**src/rtl/rtc_pkg.sv**
```systemverilog
package rtc_pkg;
  typedef enum logic [1:0] {
    REG_SECS   = 2'd0,
    REG_ALARM  = 2'd1,
    REG_PERIOD = 2'd2,
    REG_STATUS = 2'd3
  } rtc_reg_e;

  localparam int STS_EN_BIT   = 0;
  localparam int STS_FLAG_BIT = 1;
endpackage

```
**src/rtl/rtc_prescaler.sv**
```systemverilog
module rtc_prescaler #(
  parameter int DIV_W    = 16,
  parameter int TRIM_W   = 10,
  parameter int TRIM_LOG = 10,
  parameter int DEF_DIV  = 32767
) (
  input  logic              clk_i,
  input  logic              rst_ni,
  input  logic              en_i,
  input  logic              restart_i,
  input  logic [DIV_W-1:0]  div_i,
  input  logic [TRIM_W-1:0] trim_i,
  output logic              tick_o
);
  localparam int PRE_W = DIV_W + 1;

  logic [PRE_W-1:0]    pre_q;
  logic [TRIM_LOG-1:0] seg_q;
  logic [DIV_W-1:0]    base;
  logic [PRE_W-1:0]    limit;
  logic                last_seg;
  logic                reach;

  assign base     = (div_i == '0) ? DIV_W'(DEF_DIV) : div_i;
  assign last_seg = &seg_q;
  // one second in each trim interval is stretched by the trim count
  assign limit    = {1'b0, base} + (last_seg ? PRE_W'(trim_i) : '0);
  assign reach    = (pre_q >= limit);
  assign tick_o   = en_i & ~restart_i & reach;

  always_ff @(posedge clk_i or negedge rst_ni) begin
    if (!rst_ni) begin
      pre_q <= '0;
      seg_q <= '0;
    end else if (restart_i) begin
      pre_q <= '0;
      seg_q <= '0;
    end else if (en_i) begin
      if (reach) begin
        pre_q <= '0;
        seg_q <= seg_q + 1'b1;
      end else begin
        pre_q <= pre_q + 1'b1;
      end
    end
  end
endmodule

```
**src/rtl/rtc_seconds.sv**
```systemverilog
module rtc_seconds #(
  parameter int DATA_W = 32
) (
  input  logic              clk_i,
  input  logic              rst_ni,
  input  logic              tick_i,
  input  logic              load_i,
  input  logic [DATA_W-1:0] load_val_i,
  output logic [DATA_W-1:0] cnt_o,
  output logic              upd_o,
  output logic [DATA_W-1:0] nxt_o
);
  logic [DATA_W-1:0] cnt_q;

  assign upd_o = tick_i | load_i;
  assign nxt_o = load_i ? load_val_i : cnt_q + 1'b1;
  assign cnt_o = cnt_q;

  always_ff @(posedge clk_i or negedge rst_ni) begin
    if (!rst_ni)    cnt_q <= '0;
    else if (upd_o) cnt_q <= nxt_o;
  end
endmodule

```
**src/rtl/rtc_alarm.sv**
```systemverilog
module rtc_alarm
  import rtc_pkg::*;
#(
  parameter int DATA_W = 32
) (
  input  logic              clk_i,
  input  logic              rst_ni,
  input  logic              alarm_wr_i,
  input  logic              status_wr_i,
  input  logic [DATA_W-1:0] wdata_i,
  input  logic              upd_i,
  input  logic [DATA_W-1:0] nxt_i,
  output logic [DATA_W-1:0] alarm_o,
  output logic              en_o,
  output logic              flag_o
);
  logic [DATA_W-1:0] alarm_q;
  logic              en_q;
  logic              flag_q;
  logic              hit;

  // event on the update that lands on the alarm value, not on the level
  assign hit = en_q & upd_i & (nxt_i == alarm_q);

  always_ff @(posedge clk_i or negedge rst_ni) begin
    if (!rst_ni) begin
      alarm_q <= '0;
      en_q    <= 1'b0;
      flag_q  <= 1'b0;
    end else begin
      if (alarm_wr_i)  alarm_q <= wdata_i;
      if (status_wr_i) en_q    <= wdata_i[STS_EN_BIT];
      if (hit)         flag_q  <= 1'b1;
      else if (status_wr_i && wdata_i[STS_FLAG_BIT]) flag_q <= 1'b0;
    end
  end

  assign alarm_o = alarm_q;
  assign en_o    = en_q;
  assign flag_o  = flag_q;
endmodule

```
**src/rtl/rtc_trim_clock.sv**
```systemverilog
module rtc_trim_clock
  import rtc_pkg::*;
#(
  parameter int DATA_W   = 32,
  parameter int DIV_W    = 16,
  parameter int TRIM_W   = 10,
  parameter int TRIM_LOG = 10,
  parameter int DEF_DIV  = 32767
) (
  input  logic              clk_i,
  input  logic              rst_ni,
  input  logic              tick_en_i,
  input  logic              wr_i,
  input  logic [1:0]        addr_i,
  input  logic [DATA_W-1:0] wdata_i,
  output logic [DATA_W-1:0] rdata_o,
  output logic              irq_o
);
  localparam int PER_W = DIV_W + TRIM_W;

  logic              wr_secs, wr_alarm, wr_period, wr_status;
  logic [PER_W-1:0]  period_q;
  logic              tick;
  logic [DATA_W-1:0] sec_q;
  logic              upd;
  logic [DATA_W-1:0] nxt;
  logic [DATA_W-1:0] alarm_q;
  logic              alarm_en;
  logic              alarm_flag;

  assign wr_secs   = wr_i & (addr_i == REG_SECS);
  assign wr_alarm  = wr_i & (addr_i == REG_ALARM);
  assign wr_period = wr_i & (addr_i == REG_PERIOD);
  assign wr_status = wr_i & (addr_i == REG_STATUS);

  always_ff @(posedge clk_i or negedge rst_ni) begin
    if (!rst_ni)        period_q <= '0;
    else if (wr_period) period_q <= wdata_i[PER_W-1:0];
  end

  rtc_prescaler #(
    .DIV_W   (DIV_W),
    .TRIM_W  (TRIM_W),
    .TRIM_LOG(TRIM_LOG),
    .DEF_DIV (DEF_DIV)
  ) u_prescaler (
    .clk_i    (clk_i),
    .rst_ni   (rst_ni),
    .en_i     (tick_en_i),
    .restart_i(wr_secs),
    .div_i    (period_q[DIV_W-1:0]),
    .trim_i   (period_q[PER_W-1:DIV_W]),
    .tick_o   (tick)
  );

  rtc_seconds #(.DATA_W(DATA_W)) u_seconds (
    .clk_i     (clk_i),
    .rst_ni    (rst_ni),
    .tick_i    (tick),
    .load_i    (wr_secs),
    .load_val_i(wdata_i),
    .cnt_o     (sec_q),
    .upd_o     (upd),
    .nxt_o     (nxt)
  );

  rtc_alarm #(.DATA_W(DATA_W)) u_alarm (
    .clk_i      (clk_i),
    .rst_ni     (rst_ni),
    .alarm_wr_i (wr_alarm),
    .status_wr_i(wr_status),
    .wdata_i    (wdata_i),
    .upd_i      (upd),
    .nxt_i      (nxt),
    .alarm_o    (alarm_q),
    .en_o       (alarm_en),
    .flag_o     (alarm_flag)
  );

  always_comb begin
    unique case (addr_i)
      REG_SECS:   rdata_o = sec_q;
      REG_ALARM:  rdata_o = alarm_q;
      REG_PERIOD: rdata_o = DATA_W'(period_q);
      default:    rdata_o = DATA_W'({alarm_flag, alarm_en});
    endcase
  end

  assign irq_o = alarm_flag & alarm_en;
endmodule

```
**config.mk**
```make
export PLATFORM = sky130hd
export DESIGN_NAME = rtc_trim_clock
export DESIGN_NICKNAME = d
export VERILOG_FILES = /design/src/rtl/rtc_pkg.sv /design/src/rtl/rtc_prescaler.sv /design/src/rtl/rtc_seconds.sv /design/src/rtl/rtc_alarm.sv /design/src/rtl/rtc_trim_clock.sv
export SDC_FILE = /design/constraint.sdc
export NUM_CORES = 1
export LEC_CHECK = 0
export BUFFER_PORTS_ARGS = -buffer_cell sky130_fd_sc_hd__buf_2
export CAP_MARGIN = 5
export CORE_ASPECT_RATIO = 1.1
export CORE_MARGIN = 2
export CORE_UTILIZATION = 45
export DETAILED_ROUTE_END_ITERATION = 10
export GPL_TIMING_DRIVEN = 1
export HOLD_SLACK_MARGIN = 0.02
export PLACE_DENSITY = 0.68
export SYNTH_ARGS = -nofsm -noshare
export SYNTH_HDL_FRONTEND = slang
export SYNTH_SLANG_ARGS = --single-unit
export TNS_END_PERCENT = 1
```
**constraint.sdc**
```tcl
create_clock -name clk_i -period 7.91 [get_ports clk_i]
set_input_delay 1.1865 -clock clk_i [delete_from_list [all_inputs] [get_ports clk_i]]
set_output_delay 1.1865 -clock clk_i [all_outputs]
set_load 0.02 [all_outputs]
```
# Word level (Yosys, flattened, before mapping)
# Index checks and enable logic that the tools add are counted.
totals:
  reg_bits: 119
  input_bits: 38
  wordCells: 47
classes:
  addsub: 4
  mux: 12
  bitwise: 11
  order_cmp: 1
  reduce_logical: 8
  n_eq_ne: 4
ops:
  columns: ["operator", "n"]
  rows:
  - ["one-hot mux 32 bit (3 select lines)", 1]
  - ["2-to-1 mux 17 bit", 3]
  - ["2-to-1 mux 10 bit", 4]
  - ["adder 32 x 1 -> 32 bit, second input constant", 1]
  - ["equality test 32 bit", 1]
  - ["2-to-1 mux 32 bit", 1]
  - ["adder 16 x 17 -> 17 bit", 1]
  - ["adder 17 x 1 -> 17 bit, second input constant", 1]
  - [">= comparator 17 bit", 1]
  - ["logical NOT 16 bit", 1]
  - ["2-to-1 mux 16 bit", 1]
  - ["adder 10 x 1 -> 10 bit, second input constant", 1]
  - ["AND reduction 10 bit", 1]
  - ["bitwise AND 1 bit", 9]
  - ["nonzero test 2 bit", 3]
  - ["equality test 2 bit, second input constant", 2]
  - ["equality test 2 x 1 -> 1 bit, second input constant", 1]
  - ["logical NOT 2 bit", 1]
  - ["2-to-1 mux 1 bit", 2]
  - ["AND reduction 2 bit", 1]
  - ["logical AND 1 bit", 1]
  - ["NOT 1 bit", 1]
  - ["OR 1 bit", 1]

# Logic depth before layout (Yosys ltp)
# Gate-level depths: netlist (run 1).
depth:
  ltp_word: 9
  ltp_mapped: 25
  ltp_nobuf: 23

# By module
# From an unflattened synthesis (run 1), not the netlist that was laid out.
hier_totals:
  hier_cells: 886
  hier_area_um2: 8712.1
modules_own_cells:
  columns: ["mod", "cells_each", "area_per_inst_um2", "instances"]
  rows:
  - ["rtc_seconds", 346, 2894.0, 1]
  - ["rtc_prescaler", 290, 2468.6, 1]
  - ["rtc_trim_clock", 133, 1740.4, 1]
  - ["rtc_alarm", 117, 1609.0, 1]

# Least setup slack after synthesis (run 1)
# Ideal clock, no wire load.
synth_timing:
  path_type: "reg-to-reg"
  from: "register period_q[12]"
  to: "register u_prescaler.pre_q[13]"
  period_less_slack_ns: 5.181
  setup_ns: 0.095
  setup_slack_ns: 2.729
  stages_incl_launch_ff: 25
  t_arrival_ns: 5.086
  t_required_ns: 7.815
  cell_sequence: "dfrtp_1 > clkbuf_1 > nor4_1 > nand4_1 > clkbuf_1 > nand2b_1 > ha_1 > a21o_1 > a21oi_1 > o21bai_1 > a21oi_1 > o21ai_0 > a211oi_1 > mux2_2 > o21ai_0 > ha_1 > nand4_1 > nor4_1 > o211ai_1 > o211ai_1 > or3_1 > clkbuf_1 > or2_2 > clkbuf_1 > o31ai_1"
synth_via:
  elab_chain_len: 7
synth_lines:
  columns: ["item", "line_no", "source"]
  rows:
  - ["start: declaration", "rtc_trim_clock.sv:22", "logic [PER_W-1:0] period_q;"]
  - ["start signal: assignment", "rtc_trim_clock.sv:38", "else if (wr_period) period_q <= wdata_i[PER_W-1:0];"]
  - ["logical NOT 16 bit", "rtc_prescaler.sv:24", "assign base = (div_i == '0) ? DIV_W'(DEF_DIV) : div_i;"]
  - ["2-to-1 mux 16 bit (*)", "rtc_prescaler.sv:24", null]
  - ["adder 16 x 17 -> 17 bit (*)", "rtc_prescaler.sv:27", "assign limit = {1'b0, base} + (last_seg ? PRE_W'(trim_i) : '0);"]
  - [">= comparator 17 bit (*)", "rtc_prescaler.sv:28", "assign reach = (pre_q >= limit);"]
  - ["2-to-1 mux 17 bit (*)", "rtc_prescaler.sv:39", "if (reach) begin"]
  - ["2-to-1 mux 17 bit (*)", "rtc_prescaler.sv:38", "end else if (en_i) begin"]
  - ["2-to-1 mux 17 bit (*)", "rtc_prescaler.sv:35", "end else if (restart_i) begin"]
  - ["end signal: assignment", "rtc_prescaler.sv:43", "pre_q <= pre_q + 1'b1;"]
  - ["end: declaration", "rtc_prescaler.sv:17", "logic [PRE_W-1:0] pre_q;"]
# Every way passes the cells marked *; elsewhere a longest branch is shown, timed or not. The select of a mux whose other input is x is not followed.
# A chain may end at the register's enable or synchronous reset.

# Worst setup path after layout (run 1)
layout_timing:
  from: "register period_q[13]"
  to: "register u_seconds.cnt_q[23] (netlist: u_seconds.cnt_o[23])"
layout_via:
  elab_chain_len: 6
layout_lines:
  columns: ["item", "line_no", "source"]
  rows:
  - ["logical NOT 16 bit", "rtc_prescaler.sv:24", null]
  - ["2-to-1 mux 16 bit (*)", "rtc_prescaler.sv:24", null]
  - ["adder 16 x 17 -> 17 bit (*)", "rtc_prescaler.sv:27", null]
  - [">= comparator 17 bit (*)", "rtc_prescaler.sv:28", null]
  - ["bitwise AND 1 bit (*)", "rtc_prescaler.sv:29", "assign tick_o = en_i & ~restart_i & reach;"]
  - ["OR 1 bit (*)", "rtc_seconds.sv:15", "assign upd_o = tick_i | load_i;"]
  - ["end signal: assignment", "rtc_seconds.sv:21", "else if (upd_o) cnt_q <= nxt_o;"]
  - ["end: declaration", "rtc_seconds.sv:13", "logic [DATA_W-1:0] cnt_q;"]
# Every way passes the cells marked *; elsewhere a longest branch is shown, timed or not.

==> results of run 1 <==
-- Yosys cell counts (4+ instances only) --
master                        n  area (um^2)
sky130_fd_sc_hd__nor3b_1      4         30.0
sky130_fd_sc_hd__xnor2_1     48          420
sky130_fd_sc_hd__xor2_1      51          447
sky130_fd_sc_hd__a211oi_1    11         82.6
sky130_fd_sc_hd__o21bai_1     4         30.0
sky130_fd_sc_hd__nor2b_1      6         37.5
sky130_fd_sc_hd__clkbuf_1    41          154
sky130_fd_sc_hd__or2_2        4         25.0
sky130_fd_sc_hd__nand2b_1    20          125
sky130_fd_sc_hd__o2111ai_1    4         35.0
sky130_fd_sc_hd__mux2_2      56          631
sky130_fd_sc_hd__nand4_1     23          144
sky130_fd_sc_hd__o21ai_1      4         20.0
sky130_fd_sc_hd__dfrtp_1    119         2980
sky130_fd_sc_hd__nand3b_1     4         30.0
sky130_fd_sc_hd__nand3_1     40          200
sky130_fd_sc_hd__a2111oi_0    4         35.0
sky130_fd_sc_hd__or4_1        4         30.0
sky130_fd_sc_hd__a21oi_1     35          175
sky130_fd_sc_hd__buf_2       11         55.1
sky130_fd_sc_hd__o31ai_1      5         37.5
sky130_fd_sc_hd__and3_1      15         93.8
sky130_fd_sc_hd__a221oi_1     5         43.8
sky130_fd_sc_hd__a31oi_1      7         43.8
sky130_fd_sc_hd__nor4_1      18          113
sky130_fd_sc_hd__inv_1       25         93.8
sky130_fd_sc_hd__and2_1      13         81.3
sky130_fd_sc_hd__mux2i_1     35          350
sky130_fd_sc_hd__o21ai_0     76          380
sky130_fd_sc_hd__and4_1       5         43.8
sky130_fd_sc_hd__nand2_1    102          383
sky130_fd_sc_hd__or3_1        4         25.0
sky130_fd_sc_hd__buf_1       10         37.5
sky130_fd_sc_hd__nor2_1      69          259
sky130_fd_sc_hd__a21o_1      10         75.1
sky130_fd_sc_hd__nor3_1      10         50.1
sky130_fd_sc_hd__ha_1        30          375
-- worst max-delay path: stages (launching register included) --
cell and delay [ns]:
sky130_fd_sc_hd__dfrtp_1 0.46, sky130_fd_sc_hd__nor4_1 0.41, sky130_fd_sc_hd__nand4_1 0.48, sky130_fd_sc_hd__nand2b_1 0.31, sky130_fd_sc_hd__ha_1 0.26, sky130_fd_sc_hd__a21o_1 0.18
sky130_fd_sc_hd__a21oi_1 0.23, sky130_fd_sc_hd__o21bai_1 0.09, sky130_fd_sc_hd__a21oi_1 0.22, sky130_fd_sc_hd__o21ai_0 0.20, sky130_fd_sc_hd__a211oi_1 0.58, sky130_fd_sc_hd__mux2_2 0.40
sky130_fd_sc_hd__o21ai_0 0.16, sky130_fd_sc_hd__ha_1 0.27, sky130_fd_sc_hd__nand4_1 0.12, sky130_fd_sc_hd__nor4_1 0.07, sky130_fd_sc_hd__o211ai_1 0.18, sky130_fd_sc_hd__o211ai_1 0.16
sky130_fd_sc_hd__o21ai_1 0.91, sky130_fd_sc_hd__nand2_1 0.53, sky130_fd_sc_hd__mux2_2 0.40
-- cell type report --
cell class	instances	area share (%)
multi-input cells	781	54.7
flip-flops and latches	119	30.0
clock buffers	18	4.42
repair buffers	80	4.31
well taps	247	3.11
clock inverters	14	2.48
inverters	25	0.945
-- power groups by stage --
| stage | clock [W] | sequential (W) | combinational (W) |
|---|---|---|---|
| floorplan | 0 | 0.000782 | 0.000489 |
| finish | 0.000909 | 0.000886 | 0.000614 |
| global route | 0.000950 | 0.000900 | 0.000668 |
| CTS | 0.000916 | 0.000879 | 0.000609 |
| detailed placement | 0 | 0.000888 | 0.000605 |
| global placement | 0 | 0.000883 | 0.000601 |
-- per-stage QoR --
step           area (um^2)  total power (W)  setup WS, ns  hold WS, ns  cells
6_report              9930          0.00241          1.17        0.535   1284
5_1_grt               9930          0.00252         0.775        0.559   1284
4_1_cts               9930          0.00240          1.36        0.540   1284
3_5_place_dp          9240          0.00149          1.44        0.526   1252
3_3_place_gp          9240          0.00148          1.70        0.511   1252
2_1_floorplan         8770          0.00127          2.73        0.476    991
-- cells in the final DEF, fill, tap and decap left out, types with 5 or more instances in the layout --
cell | synthesis | layout
sky130_fd_sc_hd__a211oi_1 | 11 | 11
sky130_fd_sc_hd__a21o_1 | 10 | 10
sky130_fd_sc_hd__a21oi_1 | 35 | 35
sky130_fd_sc_hd__a221oi_1 | 5 | 5
sky130_fd_sc_hd__a31oi_1 | 7 | 7
sky130_fd_sc_hd__and2_1 | 13 | 13
sky130_fd_sc_hd__and3_1 | 15 | 15
sky130_fd_sc_hd__and4_1 | 5 | 5
sky130_fd_sc_hd__buf_2 | 11 | 69
sky130_fd_sc_hd__buf_4 | 3 | 11
sky130_fd_sc_hd__bufinv_16 | 0 | 6
sky130_fd_sc_hd__clkbuf_16 | 0 | 17
sky130_fd_sc_hd__dfrtp_1 | 119 | 119
sky130_fd_sc_hd__ha_1 | 30 | 30
sky130_fd_sc_hd__inv_1 | 25 | 25
sky130_fd_sc_hd__mux2_2 | 56 | 56
sky130_fd_sc_hd__mux2i_1 | 35 | 35
sky130_fd_sc_hd__nand2_1 | 102 | 102
sky130_fd_sc_hd__nand2b_1 | 20 | 20
sky130_fd_sc_hd__nand3_1 | 40 | 40
sky130_fd_sc_hd__nand4_1 | 23 | 23
sky130_fd_sc_hd__nor2_1 | 69 | 69
sky130_fd_sc_hd__nor2b_1 | 6 | 5
sky130_fd_sc_hd__nor3_1 | 10 | 10
sky130_fd_sc_hd__nor4_1 | 18 | 18
sky130_fd_sc_hd__o21ai_0 | 76 | 76
sky130_fd_sc_hd__o31ai_1 | 5 | 5
sky130_fd_sc_hd__xnor2_1 | 48 | 48
sky130_fd_sc_hd__xor2_1 | 51 | 51
-- routing by layer --
layer / vias to the layer above / part of all wire [%] / wire length [um] / global-route usage, %
met5: - / 0 / 0 / 0
met4: 0 / 5.3 / 1480 / 15.2
met3: 100 / 7.7 / 2150 / 5.56
met2: 397 / 46 / 12800 / 44.1
met1: 3798 / 41 / 11400 / 36.4
li1: 3634 / - / - / -
-- sequential cells by signal, summed over array words and instances, names as in the netlist --
name               flops
u_prescaler.seg_q     10
u_seconds.cnt_o       32
u_alarm.en_o           1
u_alarm.flag_o         1
u_alarm.alarm_o       32
period_q              26
u_prescaler.pre_q     17
-- worst max path at each step --
| stage | end | slack, ns | depth (start not counted) |
|---|---|---|---|
| floorplan | u_prescaler.pre_q[13] | 2.73 | 24 |
| finish | u_seconds.cnt_o[23] | 1.17 | 20 |
| CTS | u_seconds.cnt_o[23] | 1.36 | 20 |
| detailed placement | u_seconds.cnt_o[23] | 1.44 | 20 |
| global placement | u_seconds.cnt_o[23] | 1.70 | 20 |
| global route | u_seconds.cnt_o[23] | 0.78 | 20 |
-- logic make-up (layout without fill, tap and decap cells) --
kind of cell	Yosys count	after routing	synth area share, %
adders and majority gates	31	31	4.51
AOI/OAI and AO/OA	200	200	14.4
and+or+nand+nor	357	357	21.2
muxes	94	94	11.8
DFF	119	119	34.0
xor gates and xnor gates	99	99	9.89
buffers and inverters	91	137	4.20
==> metrics list, run 1 <==
* DRC violations left: 0
* Fraction of final layout cells sized beyond drive strength 1: between 15 and 20%
- HPWL after detailed placement: 20,300 um
- The floorplan step defined a core boundary enclosing ~19,000 um^2.
- The number of antenna violations at the first check in global routing was 0.
* Chip Width: 137 um
- Maximum clock path buffer count: 2
- Global routing consumed, over all layers together, 28.1% of the routing resources.
- The die covers 20,600 um^2.
- Pin count of the biggest net entering global routing: 80
- The die is 150 um tall.
- Setup violations remaining at the end of the flow were counted as 0.
- Sw frac: a little over a third
* Reg2Reg Setup Slack: 1.17 ns
- In the routed layout, each cell is associated on average with a via count of 6.18.
- The initialized floorplan defines 53 standard-cell rows.
- TritonCTS built the clock tree.
- The number of global-route vias before repair is 7,662.
* Async S/R FF share, synth: between 90% and 100%
- STA classifies the critical path startpoint as a register.
- Cell count of the worst reg-to-reg path: 20
* Start point of the worst min-delay path: period_q[19]
- Nets: 1,093
- The routed layout has 7,929 vias.
- The final layout contains routed wiring with a total length of ~28,000 um.
- Violation count after the first detailed-route iteration: 838
- Adding up every negative setup slack in the final design gives 0 ns.
* CTS buffer count: 17
- Number of H-tree levels: 4
- Setup CP Type: reg -> reg
* Actual slew at the worst max-slew pin: 1.13 ns
- Measured on the finished design, the core utilization comes to 52.0%.
- Summing all flip-flop and latch instances after layout gives roughly 3000 um^2.
* Root buf cell: sky130_fd_sc_hd__clkbuf_16
- Number of hold buffers added after CTS: 0
- Minimum period implied by the final worst setup slack: approximately 6.7 ns
- The detail route stage leaves a number of antenna-violating nets equal to 0.
- Reg2reg end: u_seconds.cnt_o[23]
- RR Startpoint: period_q[13]
- Portion of total power attributed to the clock network: 37.8%
- Synthesis produced a netlist with a net count of approximately 1,100.
- Sequential cells burn 36.8% of the power.
- STA classifies the critical path endpoint as a register.
* Worst endpoint data arrival time: 7.04 ns
* Crit. Startpoint: period_q[13]
* GRT Residual Overflow: 0
- Layout-stage area growth over the synthesis result: 13.2%
- Cell area power density: between 200 and 250 nW/um^2
* Leak pwr: 4.23 nW
* Final Hold Fails: 0
- Proportion of synthesized chip area in sequential cells: 34.0%
- The first TritonRoute pass finished after 8 iterations.
- IO buf count: 70
- After technology mapping, the gate count stands at 991.
- For this run, the number of Yosys warnings is 0.
- The tightest min-delay check is of the reg -> reg type.
- The synthesized design contains 0 enable-type register cells.
- Total of cells resized after clock tree synthesis: 0
- Number of pins with negative max-slew slack in the final report: 0
- Area of the mapped netlist: about 9000 um^2
* Setup repair after global routing missed its margin: false
- In this run, distinct cell masters in the synthesized netlist total 71.
* Final estimated routing congestion in global placement: 0.981
- Along the worst hold path, the cell count comes to 1.
* Max Clk Rate: 148 MHz
- Along the worst path, the maximum fanout reaches 12.
- VDD sags by at most 182 uV.
- Post-CTS timing repair inserted 0 buffers for setup.
* Req. time, crit path: 8.21 ns
* Fill cell instance count of the final layout: 1,800
- Among all flip-flop cells after synthesis, the most frequent one is sky130_fd_sc_hd__dfrtp_1.
- Summing all multi-input logic gate instances after layout gives 5430 um^2.
* Antenna Diode Count: 0
- The clock reaches the later pin of the worst-skew pair after about 0.43 ns.
- Relative slew slack: 24.1%
* Run status: finished, final reports clean
* Clock slew at the register clock pins of the worst setup and hold paths: around 0.060 ns
- In this run, the combinational gates consume about a quarter of the power.
* Power dissipated by switching net loads: approximately 0.00084 W
- The first global-routing pass estimated 43,600 um of wire.
- The clock arrives with 0.00780 ns of skew.
* Final routed wire length divided by cell count: 21.7 um
- Number of clock sinks: about 120
* Number of synthesized register bits: 119
- For this configuration, the core starts out at a cell density of 45.9%.
- Final Cycle Share: 85.2%
* Maxcap violations: 0
- Averaged over all synthesized cells, the footprint is 8.85 um^2.
- Internal Pwr Total: roughly 0.0016 W
* Worst hold path endpoint: period_q[19]
* # IOs: 71
No activity file was read; power rests on OpenSTA's default activity.
==> inputs of run 2 (changes only) <==
==> constraint.sdc (replaced) <==
create_clock -name clk_i -period 7.91 [get_ports clk_i]
set_input_delay 1.9775 -clock clk_i [delete_from_list [all_inputs] [get_ports clk_i]]
set_output_delay 1.9775 -clock clk_i [all_outputs]
set_load 0.02 [all_outputs]
==> run 2 against run 1 <==
Power shrank 5.1%. Critical path type unchanged. Largest power group is now registers. Register-to-register slack improved by 0.17 ns. Sequential share of layout area increased by 0.33 points. Final area shrank 1.1%. Non-clock buffer count shrank 2. Critical endpoint unchanged. Utilization fell by 0.56 points. Sequential power barely moved. Sequential cell count is the same.
==> metrics list, run 2 (same netlist as run 1, synthesis figures left out) <==
- Run status: finished, final reports clean (unchanged).
- The critical path endpoint category is a register (unchanged).
- The number of inserted diodes is 0 (unchanged).
* Setup CP Type: reg -> reg (unchanged)
- The ratio of routed vias to standard cells is 6.15 (was 6.18).
- The area of the die was 20,600 um^2 (unchanged).
- Met1 Wirelength: 11,600 um (was 11,400 um)
- Cell count of the worst reg-to-reg path: 20 (unchanged)
* Number of stages on the worst hold path: 1 (unchanged)
* Wire length of the first global-routing pass: 43,900 um (was 43,600 um)
- The core box area is 19,100 um^2 (unchanged).
* Layout-stage area growth over the synthesis result: 12.0% (was 13.2%)
* Peak fanout along the critical path: 12 (unchanged)
* HPWL after detailed placement: 20,500 um (was 20,300 um)
- Commonest non-fill, non-tap cell in the layout: sky130_fd_sc_hd__dfrtp_1 (unchanged)
- Amount of wire on met2 after detailed routing: 13,000 um (was 12,800 um)
* Final estimated routing congestion in global placement: 0.933 (was 0.981)
* Clock tree from TritonCTS: built (unchanged)
- The initial core utilization is 45.9% (unchanged).
- The maximum number of pins on one net before global-route repair is 78 (was 80).
- Number of clock sinks: 119 (unchanged)
- Root buf cell: sky130_fd_sc_hd__clkbuf_16 (unchanged)
* DRC violations left: 0 (unchanged)
- Req. time, crit path: 8.22 ns (was 8.21 ns)
* Worst path cell trace: nor4_1 -> nand4_1 -> nand2b_1 -> ha_1 -> a21o_1 -> a21oi_1 -> o21bai_1 -> a21oi_1 -> o21ai_0 -> a211oi_1 -> mux2_2 -> o21ai_0 -> ha_1 -> nand4_1 -> nor4_1 -> o211ai_1 -> o211ai_1 -> o21ai_1 -> nand2_1 -> mux2_2 (unchanged)
- The worst hold path endpoint was u_prescaler.pre_q[15] (was period_q[19]).
* Count of nets left with antenna violations after detail routing: 0 (unchanged)
- Number of pins with negative max-slew slack in the final report: 0 (unchanged)
- The die height is 150 um (unchanged).
- Maxcap violations: 0 (unchanged)
- The worst-case register-to-register setup slack was 1.34 ns (was 1.17 ns).
- The summed negative setup slack over all endpoints came to 0 ns (unchanged).
* GRT Residual Overflow: 0 (unchanged)
- The number of hold violations in the final report is 0 (unchanged).
* Clock slew at the register clock pins of the worst setup and hold paths: 0.06 ns (about the same)
- Nets: 1,091 (was 1,093)
- The slowest cell on the critical path is sky130_fd_sc_hd__o21ai_1 (unchanged).
- The endpoint of the lowest-slack register-to-register path is u_seconds.cnt_o[23] (unchanged).
- The number of buffers created by CTS was 17 (unchanged).
* Violation count after the first detailed-route iteration: 800 (was 838)
* Max Clk Rate: 152 MHz (was 148 MHz)
* Actual slew at the worst max-slew pin: 1.12 ns (was 1.13 ns)
- Final Cycle Share: 83.1% (was 85.2%)
- Number of cell rows: 53 (unchanged)
- The startpoint of the most critical hold path is u_prescaler.pre_q[15] (was period_q[19]).
- Setup repair after global routing missed its margin: false (unchanged).
- The family with the most delay on the worst path is compound AO/OA/AOI/OAI gates (unchanged).
- The maximum number of buffers from clock root to sink came to 2 (unchanged).
* Number of iterations in the first detailed-routing pass: 6 (was 8)
- # IOs: 71 (unchanged)
- Number of H-tree levels: 4 (unchanged)
* Leak pwr: 4.19 nW (was 4.23 nW)
- The final period demand of the worst path is 6.57 ns (was 6.74 ns).
* Number of hold buffers added after CTS: 0 (unchanged)
* Buffers and inverters on the worst path: 0 (unchanged)
- The sum of routed wire length over all layers is 27,900 um (about the same).
* Kind of start point of the critical path: register (unchanged)
- RR Startpoint: period_q[12] (was period_q[13])
- The headroom to the max-slew limit is 24.7% (was 24.1%).
* Met3 WL: 1860 um (was 2150 um)
- Final routed wire length divided by cell count: 21.8 um (was 21.7 um)
* Final setup violation count: 0 (unchanged)
- The maximum vdd drop was 157 uV (was 182 uV).
- Worst endpoint data arrival time: 6.88 ns (was 7.04 ns)
- Global-route usage over all layers: 28.3% (was 28.1%)
- The number of antenna violations at the first check in global routing is 0 (unchanged).
* Chip Width: 137 um (unchanged)
- The number of setup buffers added after CTS was 0 (unchanged).
* Worst hold-check slack: 0.528 ns (was 0.535 ns)
- Total of cells resized after clock tree synthesis: 0 (unchanged)
- The power density over the cells is 233 nW/um^2 (was 243 nW/um^2).
- Worst min path class: reg -> reg (unchanged)
- Fraction of final layout cells sized beyond drive strength 1: 18.1% (was 18.3%)
* Delay of the slowest cell on the worst path: 0.90 ns (was 0.91 ns)
- The number of global-route vias before repair was 7,790 (was 7,662).
* Most frequent cells in the layout: 119 x sky130_fd_sc_hd__dfrtp_1, 102 x sky130_fd_sc_hd__nand2_1, 76 x sky130_fd_sc_hd__o21ai_0 (unchanged)
- IO buf count: 70 (unchanged)
* Uppermost routed layer: met4 (unchanged)
- Vias: 7,879 (was 7,929)
* Final setup skew: 0.00889 ns (was 0.00780 ns)
* Insertion delay of the later-clocked pin in the worst-skew pair: 0.43 ns (about the same)
## run 2: cell count changes in the layout (fill, tap and decap cells not counted)
cell and delta:
sky130_fd_sc_hd__buf_4 -2, sky130_fd_sc_hd__inv_6 -1, sky130_fd_sc_hd__clkinv_2 +4, sky130_fd_sc_hd__clkbuf_1 +1
sky130_fd_sc_hd__clkinvlp_4 -2, sky130_fd_sc_hd__bufinv_16 -4, sky130_fd_sc_hd__clkbuf_8 +2
## run 2: area by class of cell
class / instances / area (um^2)
Clock buffer: 21 / 470
Clock inverter: 11 / 123
Fill cell: 1845 / 9280
Inverter: 25 / 93.8
Multi-Input combinational cell: 781 / 5430
Sequential cell: 119 / 2980
Tap cell: 247 / 309
Timing Repair Buffer: 78 / 413
## run 2: stage by stage
step                setup WS (ns)  std cells  power (W)  area, um^2  utilization (%)
global placement             1.70       1250    0.00149        9230             48.3
detailed placement           1.48       1250    0.00150        9230             48.3
global route                0.948       1282    0.00240        9820             51.4
floorplan                    2.55        991    0.00127        8770                -
finish                       1.34       1282    0.00228        9820             51.4
CTS                          1.42       1282    0.00228        9820             51.4
## run 2: worst max-delay path by stage
stage	start	end	slack (ns)	cells after the start
after global placement	period_q[12]	u_seconds.cnt_o[23]	1.70	20
final	period_q[12]	u_seconds.cnt_o[23]	1.34	20
after global routing	u_prescaler.seg_q[0]	u_seconds.cnt_o[23]	0.95	21
after floorplan	addr_i[1]	rdata_o[12]	2.55	4
after CTS	period_q[12]	u_seconds.cnt_o[23]	1.42	20
after detailed placement	period_q[12]	u_seconds.cnt_o[23]	1.48	20
## run 2: power breakdown
part	internal (W)	switching [W]	total [W]
clock network	0.000488	0.000294	0.000782
registers	0.000703	0.000184	0.000887
logic	0.000268	0.000348	0.000616
## run 2: layer usage
metal | vias to the layer above | global-route usage [%]
li1 | 3626 | -
met1 | 3836 | 36.4
met2 | 334 | 44.9
met3 | 83 | 5.25
met4 | 0 | 15.3
met5 | - | 0
## run 2: worst reg2reg max path, cell delays in order (launching register included)
cell and delay, ns:
sky130_fd_sc_hd__dfrtp_1 0.47, sky130_fd_sc_hd__nor4_1 0.36, sky130_fd_sc_hd__nand4_1 0.45, sky130_fd_sc_hd__nand2b_1 0.32
sky130_fd_sc_hd__ha_1 0.27, sky130_fd_sc_hd__a21o_1 0.18, sky130_fd_sc_hd__a21oi_1 0.22, sky130_fd_sc_hd__o21bai_1 0.09
sky130_fd_sc_hd__a21oi_1 0.22, sky130_fd_sc_hd__o21ai_0 0.22, sky130_fd_sc_hd__a211oi_1 0.54, sky130_fd_sc_hd__mux2_2 0.40
sky130_fd_sc_hd__o21ai_0 0.16, sky130_fd_sc_hd__ha_1 0.27, sky130_fd_sc_hd__nand4_1 0.12, sky130_fd_sc_hd__nor4_1 0.07
sky130_fd_sc_hd__o211ai_1 0.16, sky130_fd_sc_hd__o211ai_1 0.15, sky130_fd_sc_hd__o21ai_1 0.90, sky130_fd_sc_hd__nand2_1 0.50
sky130_fd_sc_hd__mux2_2 0.40
==> inputs of run 3 (changes only) <==
Settings changed: ABC_AREA set to 1, PLACE_DENSITY 0.68 to 0.7.
Clock period 7.91 ns to 5.3 ns, I/O delays scaled along.
==> run 3 against run 2 <==
Sequential cell count did not move. Utilization is 1.2 points higher. Clock power increased by 61%. Worst setup slack got worse by 0.90 ns. Hold slack worse by 0.045 ns. Cell count rose by 24%. First-iteration DRC count down 35%. Synthesized cell count up 28%. Non-clock buffer count unchanged. Area after synthesis decreased by 4.0%. Clock skew hardly changed. Power increased by 72%. Largest cell class unchanged.
==> metrics list, run 3 <==
* Run status: finished, final reports clean (unchanged)
- The smallest setup slack after layout is 0.440 ns (was 1.34 ns).
* Fill cell instance count of the final layout: 1,849 (was 1,845)
* Proportion of synthesized chip area in sequential cells: 35.4% (was 34.0%)
- The cell count of the worst reg-to-reg path was 29 (was 20).
- Number of stages on the worst hold path: 2 (was 1)
- The worst hold path endpoint is period_q[21] (was u_prescaler.pre_q[15]).
- The overall routing resource usage is 25.4% (was 28.3%).
- Wire length of the first global-routing pass: 39,200 um (was 43,900 um)
- Leak pwr: 5.02 nW (was 4.19 nW)
- The maximum number of pins on one net before global-route repair was 120 (was 78).
* Fraction of synthesized cell area taken by the top area cell type: 35.4% (was 34.0%)
- The cell that appears most often on the critical path is sky130_fd_sc_hd__nand2_1.
* Fraction of final layout cells sized beyond drive strength 1: 10.7% (was 18.1%)
- Setup CP Type: reg -> reg (unchanged)
- Number of iterations in the first detailed-routing pass: 5 (was 6)
* Final Cycle Share: 91.7% (was 83.1%)
- The power density over the cells was 408 nW/um^2 (was 233 nW/um^2).
- Kind of start point of the critical path: register (unchanged)
* Die Span Y: 147 um (was 150 um)
* Number of clock sinks: 119 (unchanged)
- Kind of end point of the critical path: register (unchanged)
- Insertion delay of the later-clocked pin in the worst-skew pair: 0.43 ns (about the same)
- Number of global-route vias before repair: 7,508 (was 7,790)
- Number of H-tree levels: 4 (unchanged)
* Final setup violation count: 0 (unchanged)
* Final routed wire length divided by cell count: 15.5 um (was 21.8 um)
* Nets: 1,399 (was 1,091)
- Setup total negative slack: 0 ns (unchanged)
- The detailed-route DRC error count is 0 (unchanged).
- The worst setup slack before clock tree synthesis came to 0.324 ns (was 1.48 ns).
- The TritonCTS clock tree is built (unchanged).
- Setup repair after global routing missed its margin: false (unchanged)
- Number of pins with negative max-slew slack in the final report: 0 (unchanged)
* Layout-stage area growth over the synthesis result: 14.5% (was 12.0%)
* Vias: 8,364 (was 7,879)
* Sum of routed wire length over all layers: 24,500 um (was 27,900 um)
- Actual slew at the worst max-slew pin: 1.10 ns (was 1.12 ns)
- The reg-to-reg critical path startpoint was u_prescaler.seg_q[1] (was period_q[12]).
- The number of cells produced by synthesis was 1,270 (was 991).
- The initial core utilization is 45.9% (about the same).
* HPWL after detailed placement: 17,500 um (was 20,500 um)
* Dominant cells by area after synthesis: sky130_fd_sc_hd__dfrtp_1 35%, sky130_fd_sc_hd__nand2_1 20%, sky130_fd_sc_hd__inv_1 7.5% (was sky130_fd_sc_hd__dfrtp_1 34%, sky130_fd_sc_hd__mux2_2 7.2%, sky130_fd_sc_hd__xor2_1 5.1%)
- The number of DRC violations after detailed-routing iteration 0 came to 519 (was 800).
- The final RePlAce weighted congestion was 0.953 (was 0.933).
- Peak supply drop: 251 uV (was 157 uV)
* Mean instance size in the synthesized netlist: 6.63 um^2 (was 8.85 um^2)
- The endpoint of the lowest-slack register-to-register path is u_alarm.flag_o (was u_seconds.cnt_o[23]).
- # IOs: 71 (unchanged)
- Delay of the slowest cell on the worst path: 0.38 ns (was 0.90 ns)
* Area of the multi-input gates: 4640 um^2 (was 5430 um^2)
- The number of placement rows came to 52 (was 53).
- Setup Buffers After CTS: 0 (unchanged)
- Antenna Diode Count: 0 (unchanged)
* Commonest non-fill, non-tap cell in the layout: sky130_fd_sc_hd__nand2_1 (was sky130_fd_sc_hd__dfrtp_1)
- The fmax is 206 MHz (was 152 MHz).
- Root buf cell: sky130_fd_sc_hd__clkbuf_16 (unchanged)
* GRT Residual Overflow: 0 (unchanged)
- The count of synthesis-stage warnings from yosys is 0 (unchanged).
- The dominant synthesized flop cell is sky130_fd_sc_hd__dfrtp_1 (unchanged).
- Start point of the worst min-delay path: period_q[21] (was u_prescaler.pre_q[15])
* Unique cell type count in the Yosys netlist: 38 (was 71)
* IO buf count: 70 (unchanged)
- Async S/R FF share, synth: 100% (unchanged)
- The area of the die came to 19,800 um^2 (was 20,600 um^2).
- The final period demand of the worst path is 4.86 ns (was 6.57 ns).
* Relative slew slack: 26.7% (was 24.7%)
* Most area-hungry cell type in the Yosys netlist: sky130_fd_sc_hd__dfrtp_1 (unchanged)
- The core box area was 18,300 um^2 (was 19,100 um^2).
- The number of buffers created by CTS is 17 (unchanged).
- Routed vias/inst: 5.27 (was 6.15)
- The number of synthesized flops with an enable pin is 0 (unchanged).
- The class of the tightest hold or removal check was reg -> reg (unchanged).
* Count of nets left with antenna violations after detail routing: 0 (unchanged)
* Maxcap violations: 0 (unchanged)
- Worst endpoint data arrival time: 5.23 ns (was 6.88 ns)
* Area of the mapped netlist: 8420 um^2 (was 8770 um^2)
* Final Hold Fails: 0 (unchanged)
* Initial antenna violation count: 0 (unchanged)
- Most frequent cells after synthesis: 456 x sky130_fd_sc_hd__nand2_1, 169 x sky130_fd_sc_hd__inv_1, 119 x sky130_fd_sc_hd__dfrtp_1 (was 119 x sky130_fd_sc_hd__dfrtp_1, 102 x sky130_fd_sc_hd__nand2_1, 76 x sky130_fd_sc_hd__o21ai_0)
- Most common cell in the synthesized netlist: sky130_fd_sc_hd__nand2_1 (was sky130_fd_sc_hd__dfrtp_1)
* Peak fanout along the critical path: 25 (was 12)
- The clock transition time at the flip-flop clock pins of the worst setup and hold paths is 0.06 ns (about the same).
- Most frequent cells in the layout: 455 x sky130_fd_sc_hd__nand2_1, 169 x sky130_fd_sc_hd__inv_1, 119 x sky130_fd_sc_hd__dfrtp_1 (was 119 x sky130_fd_sc_hd__dfrtp_1, 102 x sky130_fd_sc_hd__nand2_1, 76 x sky130_fd_sc_hd__o21ai_0)
- The required time of the critical path came to 5.67 ns (was 8.22 ns).
- Number of synthesized register bits: 119 (unchanged)
- The worst-case register-to-register setup slack was 0.44 ns (was 1.34 ns).
- Maximum clock path buffer count: 2 (unchanged)
- The horizontal extent of the die is 134 um (was 137 um).
* Critical Path Slowest Stage Cell: sky130_fd_sc_hd__dfrtp_1 (was sky130_fd_sc_hd__o21ai_1)
- Final setup skew: 0.00878 ns (was 0.00889 ns)
- The synthesized netlist net count was 1,339 (was 1,060).
* Sequential cell area: 2980 um^2 (unchanged)
[run 3: changes by cell type after synthesis, sizes merged, moves of 17 or more]
cell    change
nand3      +49
nand2     +363
nand4      -17
nor4       -17
xor2       -30
xnor2      -41
nor2       +48
inv       +147
nand2b     -20
mux2i      -35
o21ai      +27
mux2       -57
clkbuf     -18
o221ai     +22
[run 3: layer usage]
layer  GRT usage, %  share of wire (%)
met1           33.9                 44
met2           41.7                 48
met3           3.70                5.1
met4           9.74                2.7
met5              0                  0
[run 3: repair_timing]
action	in CTS	in global routing
hold buffers	0	0
endpoints found under the setup margin	0	41
gates resized for setup	0	6
[run 3: area by class of cell]
type,instances,area share (%)
clock buffers,20,4.84
clock inverters,12,1.80
inverters,174,6.82
multi-input cells,940,48.1
flip-flops and latches,119,30.9
well taps,243,3.15
repair buffers,78,4.45
[run 3: how the worst max path moves through the flow]
stage / startpoint / slack [ns] / cells after the start / endpoint
floorplan: u_prescaler.seg_q[1] / 1.09 / 28 / u_prescaler.seg_q[6]
global placement: u_prescaler.seg_q[1] / 0.34 / 27 / u_alarm.flag_o
detailed placement: u_prescaler.seg_q[1] / 0.32 / 29 / u_alarm.flag_o
CTS: u_prescaler.seg_q[1] / 0.27 / 27 / u_alarm.flag_o
global route: u_prescaler.seg_q[1] / 0.05 / 27 / u_alarm.flag_o
finish: u_prescaler.seg_q[1] / 0.44 / 29 / u_alarm.flag_o
[run 3: worst max-delay path, delay by kind of cell (launching register included)]
kind                       cells  cell delay [ns]
DFF                            1             0.38
adders and majority gates      3             0.79
and+or+nand+nor               18             2.19
xor gates and xnor gates       1             0.18
AOI/OAI and AO/OA              5             0.91
buffers and inverters          2             0.33
[run 3: per-stage QoR]
step	area, um^2	power [W]	hold slack, ns	instances	utilization, %
6_report	9650	0.00393	0.483	1586	52.6
5_1_grt	9650	0.00421	0.496	1586	52.6
4_1_cts	9630	0.00393	0.488	1586	52.5
3_5_place_dp	8990	0.00266	0.473	1554	49.0
3_3_place_gp	8990	0.00263	0.465	1554	49.0
2_1_floorplan	8420	0.00227	0.453	1270	-
[run 3: report_power, final]
| part | internal [W] | leakage (nW) | switching (W) | total (W) |
|---|---|---|---|---|
| Clock | 0.000821 | 0.304 | 0.000442 | 0.00126 |
| Combinational | 0.000446 | 3.19 | 0.000828 | 0.00127 |
| Sequential | 0.00113 | 1.52 | 0.000268 | 0.00140 |
| Total | 0.00240 | 5.02 | 0.00154 | 0.00393 |
[run 3: cells by family (layout without fill, tap and decap cells)]
logic type               after synthesis  after routing  synth area share (%)
AO/OA/AOI/OAI                        182            182                  12.4
XOR/XNOR                              28             28                  2.91
adder cells (fa/ha/maj)               31             31                  4.69
buffers and inverters                211            284                  9.75
flip-flops                           119            119                  35.4
AND/OR/NAND/NOR                      699            699                  34.9
